File: src/rtl/dds_pkg.sv
package dds_pkg;

    typedef enum logic [2:0] {
        ST_IDLE,
        ST_LAUNCH_M2B,
        ST_WAIT_M2B,
        ST_LAUNCH_B2M,
        ST_WAIT_B2M
    } seq_state_e;

    localparam logic [7:0] OFS_CTRL = 8'h00;
    localparam logic [7:0] OFS_STAT = 8'h04;
    localparam logic [7:0] OFS_SLOT_A = 8'h20;
    localparam logic [7:0] OFS_SLOT_B = 8'h30;

    localparam int WORD_CTRL = 0;
    localparam int WORD_NEXT = 1;
    localparam int WORD_ADDR = 2;
    localparam int WORD_STAT = 3;

    localparam int BIT_GO   = 0;
    localparam int BIT_MODE = 1;
    localparam int BIT_EN   = 2;

    localparam logic [2:0] SLOT_OK  = 3'b001;
    localparam logic [2:0] SLOT_ERR = 3'b010;
    localparam logic [2:0] SLOT_REJ = 3'b110;

    function automatic logic [7:0] slot_base(input int idx);
        return (idx == 0) ? OFS_SLOT_A : OFS_SLOT_B;
    endfunction

endpackage

File: src/rtl/dds_regs.sv
module dds_regs
    import dds_pkg::*;
#(
    parameter int ADDR_W  = 32,
    parameter int LEN_W   = 16,
    parameter int PADDR_W = 8
) (
    input  logic                        clk,
    input  logic                        rst_n,
    input  logic                        wr_en,
    input  logic [PADDR_W-1:0]          waddr,
    input  logic [31:0]                 wdata,
    input  logic                        busy,
    output logic                        mode_q,
    output logic                        en_q,
    output logic                        start_req,
    output logic [1:0]                  d_cond,
    output logic [1:0][LEN_W-1:0]       d_len,
    output logic [1:0][ADDR_W-1:0]      d_addr
);
    localparam logic [PADDR_W-1:0] A_CTRL = PADDR_W'(OFS_CTRL);

    logic ctrl_hit;
    assign ctrl_hit = wr_en && (waddr == A_CTRL);

    always_ff @(posedge clk or negedge rst_n) begin
        if (!rst_n) begin
            mode_q <= 1'b0;
            en_q   <= 1'b0;
        end else if (ctrl_hit) begin
            mode_q <= wdata[BIT_MODE];
            en_q   <= wdata[BIT_EN];
        end
    end

    assign start_req = ctrl_hit && !busy && wdata[BIT_GO]
                       && wdata[BIT_MODE] && wdata[BIT_EN];

    for (genvar i = 0; i < 2; i++) begin : g_slot
        localparam logic [PADDR_W-1:0] A_DCTRL =
            PADDR_W'(slot_base(i) + 8'(WORD_CTRL * 4));
        localparam logic [PADDR_W-1:0] A_DADDR =
            PADDR_W'(slot_base(i) + 8'(WORD_ADDR * 4));

        always_ff @(posedge clk or negedge rst_n) begin
            if (!rst_n) begin
                d_cond[i] <= 1'b0;
                d_len[i]  <= '0;
                d_addr[i] <= '0;
            end else if (wr_en && !busy) begin
                if (waddr == A_DCTRL) begin
                    d_cond[i] <= wdata[0];
                    d_len[i]  <= wdata[16 +: LEN_W];
                end
                if (waddr == A_DADDR) begin
                    d_addr[i] <= wdata[ADDR_W-1:0];
                end
            end
        end
    end

endmodule

File: src/rtl/dds_fsm.sv
module dds_fsm
    import dds_pkg::*;
#(
    parameter int ADDR_W = 32,
    parameter int LEN_W  = 16
) (
    input  logic                        clk,
    input  logic                        rst_n,
    input  logic                        start_req,
    input  logic [1:0]                  d_cond,
    input  logic [1:0][LEN_W-1:0]       d_len,
    input  logic [1:0][ADDR_W-1:0]      d_addr,
    input  logic                        eng_done,
    input  logic                        eng_err,
    output logic                        eng_start,
    output logic                        eng_dir,
    output logic [ADDR_W-1:0]           eng_addr,
    output logic [LEN_W-1:0]            eng_len,
    output logic                        busy,
    output logic                        ch_done,
    output logic                        ch_err,
    output logic [2:0]                  stat_m2b,
    output logic [2:0]                  stat_b2m
);
    seq_state_e state_q, state_d;

    always_ff @(posedge clk or negedge rst_n) begin
        if (!rst_n) state_q <= ST_IDLE;
        else        state_q <= state_d;
    end

    always_comb begin
        state_d = state_q;
        unique case (state_q)
            ST_IDLE:       if (start_req) state_d = ST_LAUNCH_M2B;
            ST_LAUNCH_M2B: state_d = d_cond[0] ? ST_IDLE : ST_WAIT_M2B;
            ST_WAIT_M2B:   if (eng_done) state_d = eng_err ? ST_IDLE : ST_LAUNCH_B2M;
            ST_LAUNCH_B2M: state_d = d_cond[1] ? ST_IDLE : ST_WAIT_B2M;
            ST_WAIT_B2M:   if (eng_done) state_d = ST_IDLE;
            default:       state_d = ST_IDLE;
        endcase
    end

    always_comb begin
        eng_start = 1'b0;
        eng_dir   = 1'b0;
        busy      = 1'b1;
        unique case (state_q)
            ST_IDLE:       busy = 1'b0;
            ST_LAUNCH_M2B: eng_start = !d_cond[0];
            ST_WAIT_M2B:   eng_dir = 1'b0;
            ST_LAUNCH_B2M: begin
                eng_dir   = 1'b1;
                eng_start = !d_cond[1];
            end
            ST_WAIT_B2M:   eng_dir = 1'b1;
            default:       busy = 1'b0;
        endcase
        eng_addr = d_addr[eng_dir];
        eng_len  = d_len[eng_dir];
    end

    always_ff @(posedge clk or negedge rst_n) begin
        if (!rst_n) begin
            stat_m2b <= '0;
            stat_b2m <= '0;
            ch_done  <= 1'b0;
            ch_err   <= 1'b0;
        end else begin
            unique case (state_q)
                ST_IDLE: if (start_req) begin
                    stat_m2b <= '0;
                    stat_b2m <= '0;
                    ch_done  <= 1'b0;
                    ch_err   <= 1'b0;
                end
                ST_LAUNCH_M2B: if (d_cond[0]) begin
                    stat_m2b <= SLOT_REJ;
                    ch_err   <= 1'b1;
                end
                ST_WAIT_M2B: if (eng_done) begin
                    stat_m2b <= eng_err ? SLOT_ERR : SLOT_OK;
                    ch_err   <= eng_err;
                end
                ST_LAUNCH_B2M: if (d_cond[1]) begin
                    stat_b2m <= SLOT_REJ;
                    ch_err   <= 1'b1;
                end
                ST_WAIT_B2M: if (eng_done) begin
                    stat_b2m <= eng_err ? SLOT_ERR : SLOT_OK;
                    ch_err   <= eng_err;
                    ch_done  <= !eng_err;
                end
                default: ;
            endcase
        end
    end

endmodule

File: src/rtl/dual_desc_dma_seq.sv
module dual_desc_dma_seq
    import dds_pkg::*;
#(
    parameter int ADDR_W  = 32,
    parameter int LEN_W   = 16,
    parameter int PADDR_W = 8
) (
    input  logic                  clk,
    input  logic                  rst_n,
    input  logic                  psel,
    input  logic                  penable,
    input  logic                  pwrite,
    input  logic [PADDR_W-1:0]    paddr,
    input  logic [31:0]           pwdata,
    output logic [31:0]           prdata,
    output logic                  eng_start,
    output logic                  eng_dir,
    output logic [ADDR_W-1:0]     eng_addr,
    output logic [LEN_W-1:0]      eng_len,
    input  logic                  eng_done,
    input  logic                  eng_err,
    output logic                  busy,
    output logic                  seq_done,
    output logic                  seq_err
);
    logic                   wr_en;
    logic                   mode_q, en_q, start_req;
    logic [1:0]             d_cond;
    logic [1:0][LEN_W-1:0]  d_len;
    logic [1:0][ADDR_W-1:0] d_addr;
    logic [2:0]             stat_m2b, stat_b2m;
    logic                   ch_done, ch_err;

    assign wr_en = psel && penable && pwrite;

    dds_regs #(.ADDR_W(ADDR_W), .LEN_W(LEN_W), .PADDR_W(PADDR_W)) u_regs (
        .clk(clk), .rst_n(rst_n), .wr_en(wr_en), .waddr(paddr),
        .wdata(pwdata), .busy(busy), .mode_q(mode_q), .en_q(en_q),
        .start_req(start_req), .d_cond(d_cond), .d_len(d_len),
        .d_addr(d_addr)
    );

    dds_fsm #(.ADDR_W(ADDR_W), .LEN_W(LEN_W)) u_fsm (
        .clk(clk), .rst_n(rst_n), .start_req(start_req),
        .d_cond(d_cond), .d_len(d_len), .d_addr(d_addr),
        .eng_done(eng_done), .eng_err(eng_err), .eng_start(eng_start),
        .eng_dir(eng_dir), .eng_addr(eng_addr), .eng_len(eng_len),
        .busy(busy), .ch_done(ch_done), .ch_err(ch_err),
        .stat_m2b(stat_m2b), .stat_b2m(stat_b2m)
    );

    assign seq_done = ch_done;
    assign seq_err  = ch_err;

    always_comb begin
        prdata = '0;
        if (paddr == PADDR_W'(OFS_CTRL)) begin
            prdata[BIT_MODE] = mode_q;
            prdata[BIT_EN]   = en_q;
        end else if (paddr == PADDR_W'(OFS_STAT)) begin
            prdata[2:0] = {ch_err, ch_done, busy};
        end
        for (int i = 0; i < 2; i++) begin
            if (paddr == PADDR_W'(slot_base(i) + 8'(WORD_CTRL * 4))) begin
                prdata[0]          = d_cond[i];
                prdata[16 +: LEN_W] = d_len[i];
            end
            if (paddr == PADDR_W'(slot_base(i) + 8'(WORD_ADDR * 4))) begin
                prdata[ADDR_W-1:0] = d_addr[i];
            end
            if (paddr == PADDR_W'(slot_base(i) + 8'(WORD_STAT * 4))) begin
                prdata[2:0] = (i == 0) ? stat_m2b : stat_b2m;
            end
        end
    end

endmodule

File: config.mk
export PLATFORM = sky130hd
export DESIGN_NAME = dual_desc_dma_seq
export DESIGN_NICKNAME = d
export VERILOG_FILES = /design/src/rtl/dds_pkg.sv /design/src/rtl/dds_regs.sv /design/src/rtl/dds_fsm.sv /design/src/rtl/dual_desc_dma_seq.sv
export SDC_FILE = /design/constraint.sdc
export NUM_CORES = 1
export LEC_CHECK = 0
export BUFFER_PORTS_ARGS = -buffer_cell sky130_fd_sc_hd__buf_2
export CAP_MARGIN = 20
export CORE_ASPECT_RATIO = 0.6
export CORE_MARGIN = 5
export CORE_UTILIZATION = 50
export DETAILED_ROUTE_END_ITERATION = 10
export GPL_TIMING_DRIVEN = 0
export HOLD_SLACK_MARGIN = 0.1
export PLACE_DENSITY = 0.73
export RECOVER_POWER = 100
export REMOVE_ABC_BUFFERS = 1
export SYNTH_ARGS = -nofsm -noshare
export SYNTH_HDL_FRONTEND = slang
export SYNTH_SLANG_ARGS = --single-unit
File: constraint.sdc
create_clock -name clk -period 4.1 [get_ports clk]
set_clock_uncertainty 0.1 [all_clocks]
set_input_delay 0.205 -clock clk [delete_from_list [all_inputs] [get_ports clk]]
set_output_delay 0.205 -clock clk [all_outputs]
set_load 0.005 [all_outputs]
; After elaboration in Yosys (flattened, before gate mapping)
; Cells that the tools add are included.
[word_totals]
latchBits = 0
romBits = 0
mem_count = 0
output_inout_bits = 85
mem_bits_rw = 0
ff_bits = 111
[classes]
n_lt_le_gt_ge = 1
eq_ne = 17
muxes = 39
mul = 0
add_sub_neg = 0
shift = 0
n_reduce_logical = 30
bitwise = 0
n_div = 0
[op_table]
columns = cell, count
row1 = 32-bit two-way mux, 4
row2 = 16-bit two-way mux, 4
row3 = "8-bit by 6-bit == test with 1-bit output, second input constant", 6
row4 = 3-bit two-way mux, 11
row5 = 3-bit one-hot mux with 3 select lines, 2
row6 = 3-bit one-hot mux with 5 select lines, 1
row7 = 1-bit two-way mux, 10
row8 = "2-bit != test, second input constant", 5
row9 = "8-bit by 3-bit == test with 1-bit output, second input constant", 1
row10 = 1-bit logical AND, 8
row11 = 8-bit logical NOT, 1
row12 = 2-bit two-way mux, 4
row13 = 2-bit AND reduction, 4
row14 = 4-bit AND reduction, 2
row15 = "3-bit by 2-bit == test with 1-bit output, second input constant", 2
row16 = 3-bit AND reduction, 2
row17 = 3-bit nonzero test, 2
row18 = 5-bit AND reduction, 1
row19 = 1-bit logical NOT, 4
row20 = 1-bit one-hot mux with 2 select lines, 2
row21 = 1-bit one-hot mux with 4 select lines, 1
row22 = 4-bit nonzero test, 1
row23 = 2-bit OR reduction, 2
row24 = 4-bit OR reduction, 1
row25 = 6 further kinds, 6

; Depth between registers and ports, before layout
[depth]
word_depth = 11
depth_mapped = 7

; Hierarchy
; A second synthesis with hierarchy kept.
[unflattened]
hier_cells = 488
hier_area_um2 = 6038.3
[modules_own_cells]
columns = module, instances, seq_area_each_um2, area_each_um2, cells_each
row1 = dds_regs, 1, 2502.4, 3849.9, 222
row2 = dds_fsm, 1, 275.3, 1290.0, 120
row3 = dual_desc_dma_seq, 1, 0.0, 898.4, 146

; Least setup slack after synthesis
; Ideal clock, no wire load.
[synth_path]
path_type = register to register
from = register u_fsm.state_q[0]
to = register u_regs.d_len[10] in the netlist's numbering
required_time_ns = 3.875
period_less_slack_ns = 2.170
arrival_ns = 1.944
path_slack_ns = 1.930
path_stages_with_launch = 7
path_buffers = 2
setup_time_ns = 0.125
path_cell_list = dfrtp_1 -> nor2_4 -> xnor2_1 -> or4_1 -> buf_6 -> buf_12 -> mux2_4
[synth_between]
elab_chain_cells = 6
[synth_lines]
columns = item, line_no
row1 = start: declaration, dds_fsm.sv:25  ; seq_state_e state_q, state_d;
row2 = start signal: assignment, dds_fsm.sv:29  ; else state_q <= state_d;
row3 = "3-bit by 1-bit == test with 1-bit output, or another cell as far along", dds_fsm.sv:48  ; unique case (state_q)
row4 = 4-bit OR reduction (no source line) (*), --
row5 = 1-bit two-way mux (*), dds_fsm.sv:48
row6 = via busy, dual_desc_dma_seq.sv:22  ; output logic busy,
row7 = 1-bit logical NOT (*), dds_regs.sv:50  ; end else if (wr_en && !busy) begin
row8 = 1-bit logical AND (*), dds_regs.sv:50
row9 = 2-bit AND reduction (no source line) (*), --
row10 = end signal: indexed assignment, dds_regs.sv:53  ; d_len[i] <= wdata[16 +: LEN_W];
row11 = end: declaration, dds_regs.sv:18  ; output logic [1:0][LEN_W-1:0] d_len,
; The timed path passes the listed nets; every way through them passes the cells marked *.
; A chain may end at the register's enable or synchronous reset.

; Worst setup path in the final report
[layout_path]
from = input port paddr[4]
to = register u_regs.d_addr[61] in the netlist's numbering
[layout_between]
elab_chain_cells = 2
[layout_lines]
columns = item, line_no
row1 = start: declaration, dual_desc_dma_seq.sv:13  ; input logic [PADDR_W-1:0] paddr,
row2 = 8-bit by 6-bit == test with 1-bit output, dds_regs.sv:55  ; if (waddr == A_DADDR) begin
row3 = 2-bit AND reduction (no source line), --
row4 = end signal: indexed assignment, dds_regs.sv:56  ; d_addr[i] <= wdata[ADDR_W-1:0];
row5 = end: declaration, dds_regs.sv:19  ; output logic [1:0][ADDR_W-1:0] d_addr
; Every way passes these cells.

==> impl_metrics.tcl <==
set metrics [dict create \
    outcome "finished, violations left" \
    violations "max-capacitance violations, max-slew violations" \
    num_antenna_cells 0 \
    via_per_inst 5.77 \
    rr_startpoint "u_fsm.state_q[0]" \
    crit_arrival_ns 3.62 \
    die_h_um 93.9 \
    synth_area_leaders "dfrtp_1 47%, mux2_2 29%, nor2_1 3.0%, mux2_4 2.6%, a221oi_1 2.4%" \
    grtUsageMet3 0.0492 \
    synthToLayoutAreaGrowth_pct 23.7 \
    setup_ws_ns 0.606 \
    initial_utilization 0.516 \
    hpwlAfterDp_um 10800 \
    grt_usage 0.230 \
    timing.slew.headroom -0.140 \
    hold_viol_final 0 \
    fmax_mhz 286 \
    worst_pin_slew_ns 1.71 \
    drc 0 \
    cts_tree "yes" \
    htreeDepth 3 \
    place_congestion 0.938 \
    ys_ff_latch 111 \
    insertion_delay_ns 0.34 \
    pwr-share-seq 0.457 \
    cts.sink_count 111 \
    nNetsFinal 675 \
    intPower_mw 1.88 \
    synthCells 472 \
    grt_max_degree 57 \
    postCtsSetupBuffers 0 \
    fill_cells 940 \
    dp_cells 742 \
    p_leak_nw 3.64 \
    p_switching_mw 0.816 \
    yosys.area.top_type "dfrtp_1" \
    cp_max_fo 27 \
    post-place-ws_ns 0.542 \
    drt_wl_total_um 16000 \
    synth-main-ff-cell "dfrtp_1" \
    power.density_nw_per_um2 372 \
    startpoint "paddr[4]" \
    syn-cell-area_um2 5870 \
    timing_worst_setup_path_type "in -> reg" \
    yosys_warnings 0 \
    grt_use_met1 0.339 \
    ant_nets 0 \
    grt.busiest_layer "met2" \
    comb_power_share 0.218 \
    rsz0062_at_grt "no" \
    final-seq-area_um2 2780 \
    fp.dieW_um 150 \
    sw_frac_of_total 0.302 \
    path_clk_slew_ns 0.07 \
    cts_buffers 9 \
    dr_total_vias 4571 \
    synth.avg_cell_area_um2 12.4 \
    grt_pass1_wl_um 25300 \
    slew_viol_final 28 \
    fin_crit_ns 3.49 \
    yosysSeqAreaShare 0.473 \
    crit_path_end_kind "flop" \
    cts_max_path_buffers 2 \
    met2_usage 0.354 \
    grt_overflow 0 \
    first_pass_iters 5 \
    vdd_ir_drop_max_v 0.000239 \
    root_buffer "clkbuf_16" \
    synth_edf_count 0 \
    finalCritPeriodShare 0.852 \
    grt_pass1_vias 4647 \
    coreArea_um2 11400 \
    setup-violations-final 0 \
    drt_iter0_markers 293 \
    hold_buffers 33 \
    pwr-share-clk 0.325 \
    port_buffers 131 \
    num_io_pins 132 \
    antenna_found_initial 0 \
    ys_async_sr_fraction 1.00 \
    synth_top_area_frac 0.473 \
    wire_per_inst_um 20.2 \
    maxCapViolations 1 \
    hold_path_startpoint "pwdata[0]" \
    r2r_slack_ns 0.67 \
    worstHoldPathType "in -> reg" \
    fin_cells 792 \
    multi_input_area_um2 2920 \
    drive_above_1_share 0.410 \
    startpoint_type "primary input" \
    dieArea_um2 14100 \
    yosys.cell_types.count 51 \
    ctsResizeCount 0 \
    rows 30 \
    cp.required_ns 4.23 \
]
==> layout make-up <==
| cell class | instances | share of cell area |
|---|---|---|
| multi-input cells | 327 | 0.402 |
| flip-flops and latches | 111 | 0.383 |
| repair buffers | 174 | 0.145 |
| clock buffers | 9 | 0.0310 |
| well taps | 160 | 0.0276 |
| clock inverters | 6 | 0.00982 |
| inverters | 5 | 0.00259 |
==> layout by cell type, fill, tap and decap left out, types with 5 or more instances in the layout <==
cell type and count:
clkbuf_16 9, nor2_1 45, buf_2 80, o21ai_0 7, clkbuf_1 52, mux2_1 21
nand2_1 13, a21oi_1 8, a22o_1 13, inv_1 5, dlygate4sd3_1 33, dfrtp_1 111
nor3_1 5, mux2_2 144, a221oi_1 16
==> power groups by stage <==
stage | Combinational, mW | Sequential (mW) | Clock, mW
2_1_floorplan | 0.348 | 1.23 | 0
3_3_place_gp | 0.538 | 1.25 | 0
3_5_place_dp | 0.567 | 1.25 | 0
4_1_cts | 0.593 | 1.23 | 0.893
5_1_grt | 0.634 | 1.24 | 0.933
6_report | 0.587 | 1.23 | 0.878
==> per-stage QoR <==
stage | power (mW) | hold WS [ns] | util | instance area (um^2) | setup TNS [ns]
2_1_floorplan | 1.58 | -0.191 | - | 5720 | 0
3_3_place_gp | 1.79 | 0.338 | 0.578 | 6580 | -59.70
3_5_place_dp | 1.82 | 0.207 | 0.595 | 6760 | 0
4_1_cts | 2.72 | 0.118 | 0.650 | 7390 | 0
5_1_grt | 2.81 | 0.120 | 0.638 | 7260 | 0
6_report | 2.70 | 0.136 | 0.638 | 7260 | 0
==> critical path, cell delays in order <==
cell	delay, ns
clkbuf_1	1.20
nand4_1	0.66
buf_8	0.36
nor3_4	0.57
buf_16	0.23
mux2_2	0.35
==> kinds of logic after synthesis <==
logic type                after synthesis  share of synthesized area
muxes                                 168                      0.333
DFF                                   111                      0.473
and+or+nand+nor                        92                     0.0791
AOI/OAI and AO/OA                      66                     0.0853
buffers and inverters                  34                     0.0279
xor gates and xnor gates                1                    0.00149
==> path summary, 6_finish.rpt <==
path                       cells after the start           endpoint
min                                            2   u_regs.d_addr[0]
max reg2reg                                    5  u_regs.d_addr[31]
max in group asynchronous                      3   u_regs.d_addr[8]
min reg2reg                                    1  u_fsm.stat_m2b[0]
min in group asynchronous                      2  u_regs.d_addr[33]
max                                            6  u_regs.d_addr[61]
==> cells in the mapped netlist (all sizes together) (3+ instances only) <==
master,instances
nor4,5
dfrtp,111
nor3,6
nand3,4
clkbuf,17
or4,3
inv,5
o22ai,4
o21ai,7
a21oi,8
buf,12
nand2b,4
mux2,166
nand2,13
a221oi,16
and3,3
a22o,13
nor2,48
==> routing by layer <==
metal  vias up  share of wire
met5         -              0
met4         0         0.0084
met3        10          0.064
met2       185           0.45
met1      2302           0.48
li1       2074              -
==> registers in the layout (all words and copies together), names as in the netlist <==
name and count:
u_fsm.ch_done 1, u_fsm.ch_err 1, u_fsm.stat_b2m 3, u_fsm.stat_m2b 3, u_fsm.state_q 3, u_regs.d_addr 64
u_regs.d_cond 2, u_regs.d_len 32, u_regs.en_q 1, u_regs.mode_q 1
(Power assumes the default switching activity.)
